[config.mk]
export PLATFORM = sky130hd
export DESIGN_NAME = rxq_top
export DESIGN_NICKNAME = d
export VERILOG_FILES = /design/src/rtl/rxq_pkg.sv /design/src/rtl/rxq_ring.sv /design/src/rtl/rxq_timer.sv /design/src/rtl/rxq_trigger.sv /design/src/rtl/rxq_top.sv
export SDC_FILE = /design/constraint.sdc
export NUM_CORES = 1
export LEC_CHECK = 0
export CORE_MARGIN = 4
export CORE_UTILIZATION = 53
export DETAILED_ROUTE_END_ITERATION = 12
export GPL_ROUTABILITY_DRIVEN = 1
export HOLD_SLACK_MARGIN = 0.05
export MAX_ROUTING_LAYER = met4
export PLACE_DENSITY = 0.76
export SYNTH_ARGS = -nofsm -noshare
export SYNTH_HDL_FRONTEND = slang
export SYNTH_SLANG_ARGS = --single-unit
[constraint.sdc]
create_clock -name clk -period 3.61 [get_ports clk]
set_clock_uncertainty 0.15 [all_clocks]
set_input_delay 0.5415 -clock clk [delete_from_list [all_inputs] [get_ports clk]]
set_output_delay 0.5415 -clock clk [all_outputs]
set_load 0.05 [all_outputs]
[src/rtl/rxq_pkg.sv]
package rxq_pkg;
    localparam int BYTE_W = 8;

    typedef enum logic [1:0] {
        TRIG_1  = 2'b00,
        TRIG_4  = 2'b01,
        TRIG_8  = 2'b10,
        TRIG_14 = 2'b11
    } trig_sel_e;

    typedef struct packed {
        logic dr;
        logic brk;
        logic ovr;
        logic pend;
    } rxq_flags_t;

    function automatic logic [4:0] trig_level(input trig_sel_e sel);
        case (sel)
            TRIG_1:  return 5'd1;
            TRIG_4:  return 5'd4;
            TRIG_8:  return 5'd8;
            default: return 5'd14;
        endcase
    endfunction
endpackage

[src/rtl/rxq_ring.sv]
module rxq_ring #(
    parameter int DEPTH = 16,
    parameter int DW    = 8,
    localparam int AW   = $clog2(DEPTH),
    localparam int CW   = AW + 1
) (
    input  logic          clk,
    input  logic          rst,
    input  logic          flush,
    input  logic          push,
    input  logic          pop,
    input  logic [DW-1:0] wdata,
    output logic [DW-1:0] head,
    output logic [CW-1:0] count,
    output logic          full,
    output logic          empty
);
    logic [DW-1:0] mem [DEPTH];
    logic [AW-1:0] wp, rp;

    assign head  = mem[rp];
    assign full  = (count == CW'(DEPTH));
    assign empty = (count == '0);

    always_ff @(posedge clk) begin
        if (push) mem[wp] <= wdata;
    end

    always_ff @(posedge clk) begin
        if (rst || flush) begin
            wp    <= '0;
            rp    <= '0;
            count <= '0;
        end else begin
            if (push) wp <= wp + 1'b1;
            if (pop)  rp <= rp + 1'b1;
            count <= count + CW'(push) - CW'(pop);
        end
    end
endmodule

[src/rtl/rxq_timer.sv]
module rxq_timer #(
    parameter int CTW = 16,
    localparam int TW = CTW + 2
) (
    input  logic           clk,
    input  logic           rst,
    input  logic           stop,
    input  logic           load,
    input  logic [CTW-1:0] char_time,
    output logic           expire
);
    logic [TW-1:0] cnt;

    assign expire = (cnt == TW'(1)) && !load && !stop;

    always_ff @(posedge clk) begin
        if (rst || stop)      cnt <= '0;
        else if (load)        cnt <= {char_time, 2'b00};
        else if (cnt != '0)   cnt <= cnt - 1'b1;
    end
endmodule

[src/rtl/rxq_trigger.sv]
module rxq_trigger #(
    parameter int CW = 5
) (
    input  logic          fifo_en,
    input  logic          dr,
    input  logic [1:0]    trig_sel,
    input  logic [CW-1:0] count,
    output logic          trig_hit
);
    import rxq_pkg::*;
    logic [4:0] lvl;

    always_comb begin
        lvl = trig_level(trig_sel_e'(trig_sel));
        if (fifo_en) trig_hit = dr && ({{(CW < 5 ? 0 : 1){1'b0}}, count} >= {{(CW < 5 ? 0 : 1){1'b0}}, CW'(lvl)});
        else         trig_hit = dr;
    end
endmodule

[src/rtl/rxq_top.sv]
module rxq_top #(
    parameter int DEPTH = 16,
    parameter int CTW   = 16,
    localparam int CW   = $clog2(DEPTH) + 1
) (
    input  logic           clk,
    input  logic           rst,
    input  logic           rx_valid,
    input  logic [7:0]     rx_data,
    input  logic           rx_break,
    input  logic           rd_strobe,
    input  logic           lsr_rd,
    input  logic           fifo_en,
    input  logic           rx_reset,
    input  logic [1:0]     trig_sel,
    input  logic [CTW-1:0] char_time,
    output logic [7:0]     rd_data,
    output logic [CW-1:0]  count,
    output logic           data_ready,
    output logic           brk,
    output logic           overrun,
    output logic           trig_hit,
    output logic           timeout_pend
);
    import rxq_pkg::*;

    rxq_flags_t fl;
    logic       en_q;
    logic [7:0] hold, rd_q, head, in_byte;
    logic       flush, rx_any, push_req, push_ok, pop, drop, full, empty;
    logic       remain, t_load, t_stop, expire;
    logic [CW-1:0] next_cnt;

    assign flush    = rx_reset || (fifo_en != en_q);
    assign rx_any   = (rx_valid || rx_break) && !flush;
    assign in_byte  = rx_break ? 8'h00 : rx_data;
    assign push_req = rx_any && fifo_en;
    assign pop      = rd_strobe && fifo_en && !flush && !empty;
    assign push_ok  = push_req && (!full || pop);
    assign drop     = push_req && !push_ok;
    assign next_cnt = count + CW'(push_ok) - CW'(pop);
    assign remain   = fifo_en && (next_cnt != '0);
    assign t_stop   = flush || !fifo_en || (rd_strobe && !remain);
    assign t_load   = push_req || (rd_strobe && remain);

    rxq_ring #(.DEPTH(DEPTH), .DW(BYTE_W)) u_ring (
        .clk(clk), .rst(rst), .flush(flush), .push(push_ok), .pop(pop),
        .wdata(in_byte), .head(head), .count(count), .full(full), .empty(empty)
    );

    rxq_timer #(.CTW(CTW)) u_timer (
        .clk(clk), .rst(rst), .stop(t_stop), .load(t_load),
        .char_time(char_time), .expire(expire)
    );

    rxq_trigger #(.CW(CW)) u_trig (
        .fifo_en(fifo_en), .dr(fl.dr), .trig_sel(trig_sel),
        .count(count), .trig_hit(trig_hit)
    );

    always_ff @(posedge clk) begin
        if (rst) begin
            fl   <= '0;
            en_q <= 1'b0;
            hold <= '0;
            rd_q <= '0;
        end else begin
            en_q <= fifo_en;
            if (rd_strobe) begin
                if (flush)        rd_q <= '0;
                else if (fifo_en) rd_q <= empty ? 8'h00 : head;
                else              rd_q <= hold;
            end
            if (rx_any && !fifo_en) hold <= in_byte;

            if (rx_any)                         fl.dr <= 1'b1;
            else if (flush || (rd_strobe && !remain)) fl.dr <= 1'b0;

            if (rx_break && !flush)             fl.brk <= 1'b1;
            else if (flush || lsr_rd || (rd_strobe && !remain)) fl.brk <= 1'b0;

            if (drop || (rx_any && !fifo_en && fl.dr && !rd_strobe)) fl.ovr <= 1'b1;
            else if (lsr_rd)                    fl.ovr <= 1'b0;

            if (flush || rd_strobe || !fifo_en) fl.pend <= 1'b0;
            else if (expire && count != '0)     fl.pend <= 1'b1;
        end
    end

    assign rd_data      = rd_q;
    assign data_ready   = fl.dr;
    assign brk          = fl.brk;
    assign overrun      = fl.ovr;
    assign timeout_pend = fl.pend;
endmodule

==> summary.md <==
| Metric | Value |
|---|---|
| Status | `finished, violations left` |
| Failing checks | `setup timing` |
| Synth warn | `0` |
| Crit path arrival time | `4.09 ns` |
| CTS Buf Count | `17` |
| Syn avg cell area | `14.2 sq um` |
| Via count | `5044` |
| RR Endpoint | `u_timer.cnt[5]` |
| Area after DPL | `9010 sq um` |
| Worst Hold Class | `reg -> reg` |
| FF-to-FF path depth | `16` |
| Grt ovf | `0` |
| Number of port buffers | `51` |
| Setup crit start | `u_ring.count[2]` |
| CP endpoint kind | `flip-flop` |
| Worst R2R Setup Slack | `-0.31 ns` |
| PnR worst setup slack | `-0.306 ns` |
| Die ar. | `17000 sq um` |
| Switch Pwr | `0.928 mW` |
| Worst vdd ir | `358 uV` |
| DR vias/cell | `5.87` |
| Yosys cell types | `58` |
| Ys flop type | `edfxtp_1` |
| Fin util | `66.6%` |
| R2r startpoint | `u_ring.count[2]` |
| Core Box Area | `14600 sq um` |
| Pwr Total | `4.16 mW` |
| #FFs+latches synth | `184` |
| End of the critical path | `u_timer.cnt[5]` |
| EDFF count, synth | `128` |
| Final non-filler cell total | `859` |
| Placer congestion estimate | `0.796` |
| GR Util All Layers | `22.1%` |
| Detailed-route wire length | `17800 um` |
| Top-count cell post-synth | `edfxtp_1` |
| Commonest cells post-synth | `edfxtp_1, nor2_1, dfxtp_1` |
| Mapped Nets | `613` |
| Final Cycle Share | `108%` |
| Final hold vios | `0` |
| CTS tree | `built` |
| Top cells by area, synth | `edfxtp_1, dfxtp_1, mux4_2` |
| Vias in the first global route | `4977` |
| WHS | `0.356 ns` |
| RSZ-0062 raised after global routing | `true` |
| Tightest Pin Transition | `1.21 ns` |
| Hold path startpoint | `hold[3]` |
| Worst Path Required | `3.78 ns` |
| IO Count | `52` |
| Syn-to-layout area delta | `22.3%` |
| Mapped Cells | `561` |
| DP Worst Slack | `-0.478 ns` |
| Post-synth top area share | `48.4%` |
| Avg WL per Cell | `20.7 um` |
| Sequential area share after synthesis | `62.5%` |
| Die Y-Extent | `130 um` |
| # diodes | `0` |
| Logic pwr share | `3.7%` |
| Reported leakage power | `3.45 nW` |
| Worst Setup Start Kind | `flip-flop` |
| Initial antenna violation count | `0` |
| Max Cap Viol | `0` |
| Synth area leader | `edfxtp_1` |
| Crit Path Max Fanout | `5` |
| Clk_lat worst skew | `0.43 ns` |
| Initial DRT Pass Iterations | `5` |
| Antenna-violating nets left | `0` |
| Largest net degree at the start of global routing | `33` |
| First-pass GRT wire length | `27200 um` |
| Starting density of the core | `54.4%` |
| Setup violators final | `16` |
| Clock buffer depth | `2` |
| Clock-pin slew on the worst setup and hold paths | `0.07 ns` |
| Area of the mapped netlist | `7940 sq um` |
| H-tree levels | `4` |
| PwrDens | `429 nW/um^2` |
| Sw frac | `22.3%` |
| Final nets | `715` |
| Slew margin rel. | `19.0%` |
| Cell Int Power | `3.23 mW` |
| Row Count | `44` |
| Final instance area | `9710 sq um` |
| Root Driver | `clkbuf_16` |
| Fin. max-slew vios | `0` |
| Achievable Freq | `0.255 GHz` |
| Clock sinks | `184` |
| TNS Setup | `-4.19 ns` |
| Crit path kind | `reg -> reg` |
| Die X-Extent | `130 um` |
| Clock power frac | `42.0%` |
| Post-synth ARST share | `0%` |
| Hpwl dp | `11600 um` |
| Post-layout min period | `3.92 ns` |
| Post-route DRC | `0` |
| DR iter-0 viols | `488` |
| Placed insts | `822` |
| Share of cells above drive strength 1 | `24.7%` |
| Flop pwr share | `54.3%` |
[how the worst min path moves through the flow]
stage / end / slack [ns] / depth (start not counted)
floorplan: hold[0] / 0.31 / 2
global placement: hold[3] / 0.33 / 2
detailed placement: hold[3] / 0.34 / 2
CTS: hold[3] / 0.36 / 2
global route: hold[3] / 0.39 / 2
finish: hold[3] / 0.36 / 2
[state kept, by name, summed over array words and instances, names as in the netlist, named ones only]
register,cells
timeout_pend,1
brk,1
u_ring.count,5
overrun,1
u_ring.rp,4
rd_data,8
hold,8
u_ring.mem,128
u_ring.wp,4
en_q,1
u_timer.cnt,18
data_ready,1
[power by group through the flow]
stage          clock [mW]  combinational, mW  sequential, mW
3_3_place_gp            0              0.141            2.31
3_5_place_dp            0              0.146            2.31
2_1_floorplan           0             0.0657            2.31
5_1_grt              1.87              0.166            2.26
6_report             1.75              0.154            2.26
4_1_cts              1.78              0.147            2.26
[cell families (layout without fill, tap and decap cells)]
logic type | after synthesis | after routing | share of synthesized area (%)
buffers and inverters | 46 | 160 | 2.55
xor gates and xnor gates | 20 | 20 | 2.21
muxes | 67 | 67 | 13.9
AOI/OAI and AO/OA | 59 | 59 | 4.76
DFF | 184 | 184 | 62.5
and+or+nand+nor | 167 | 167 | 11.1
adders and majority gates | 18 | 18 | 2.93
[layer usage]
| layer | global-route usage (%) | share of wire [%] | vias up |
|---|---|---|---|
| met5 | - | 0 | - |
| met4 | 6.29 | 1.7 | 0 |
| met3 | 4.27 | 6.3 | 26 |
| met2 | 35.8 | 51 | 175 |
| met1 | 28.9 | 41 | 2545 |
| li1 | - | - | 2298 |
[layout by cell type (no fill, tap or decap), types with 7 or more instances in the layout]
| cell | synthesis | final |
|---|---|---|
| nor2_1 | 74 | 71 |
| nor3_1 | 15 | 14 |
| o22ai_1 | 8 | 8 |
| mux2_2 | 7 | 7 |
| dfxtp_1 | 56 | 50 |
| mux4_2 | 34 | 34 |
| mux2i_1 | 26 | 25 |
| nor2b_1 | 20 | 20 |
| nand2_1 | 17 | 16 |
| clkdlybuf4s50_1 | 0 | 50 |
| buf_4 | 2 | 54 |
| clkbuf_16 | 0 | 19 |
| ha_1 | 17 | 15 |
| xnor2_1 | 9 | 9 |
| xor2_1 | 11 | 11 |
| inv_1 | 20 | 17 |
| a21oi_1 | 26 | 26 |
| edfxtp_1 | 128 | 128 |
[worst max-delay path, stage by stage, from the launching register on]
cell and delay [ns]:
dfxtp_4 0.35, inv_4 0.06, ha_4 0.12, or4b_4 0.50, nand2_4 0.10, nor3_4 0.04
ha_1 0.30, inv_2 0.07, ha_4 0.13, fa_2 0.47, or3b_1 0.36, a2111o_1 0.31
o311a_1 0.17, nor2_4 0.22, clkbuf_16 0.20, mux2i_1 0.20, nor2_1 0.06
[final cells by class]
| type | instances | area (sq um) |
|---|---|---|
| flip-flops and latches | 184 | 4980 |
| fillers | 954 | 4870 |
| multi-input cells | 331 | 2860 |
| repair buffers | 109 | 1010 |
| clock buffers | 17 | 425 |
| well taps | 184 | 230 |
| clock inverters | 14 | 139 |
| inverters | 20 | 80.1 |
[what timing repair did]
item	in CTS	in global routing
hold buffers	0	0
buffers inserted	0	4
pin swaps	0	3
endpoints found under the setup margin	16	16
gates resized for setup	3	11
cloned	0	2
Power figures use the tool's default switching activity.
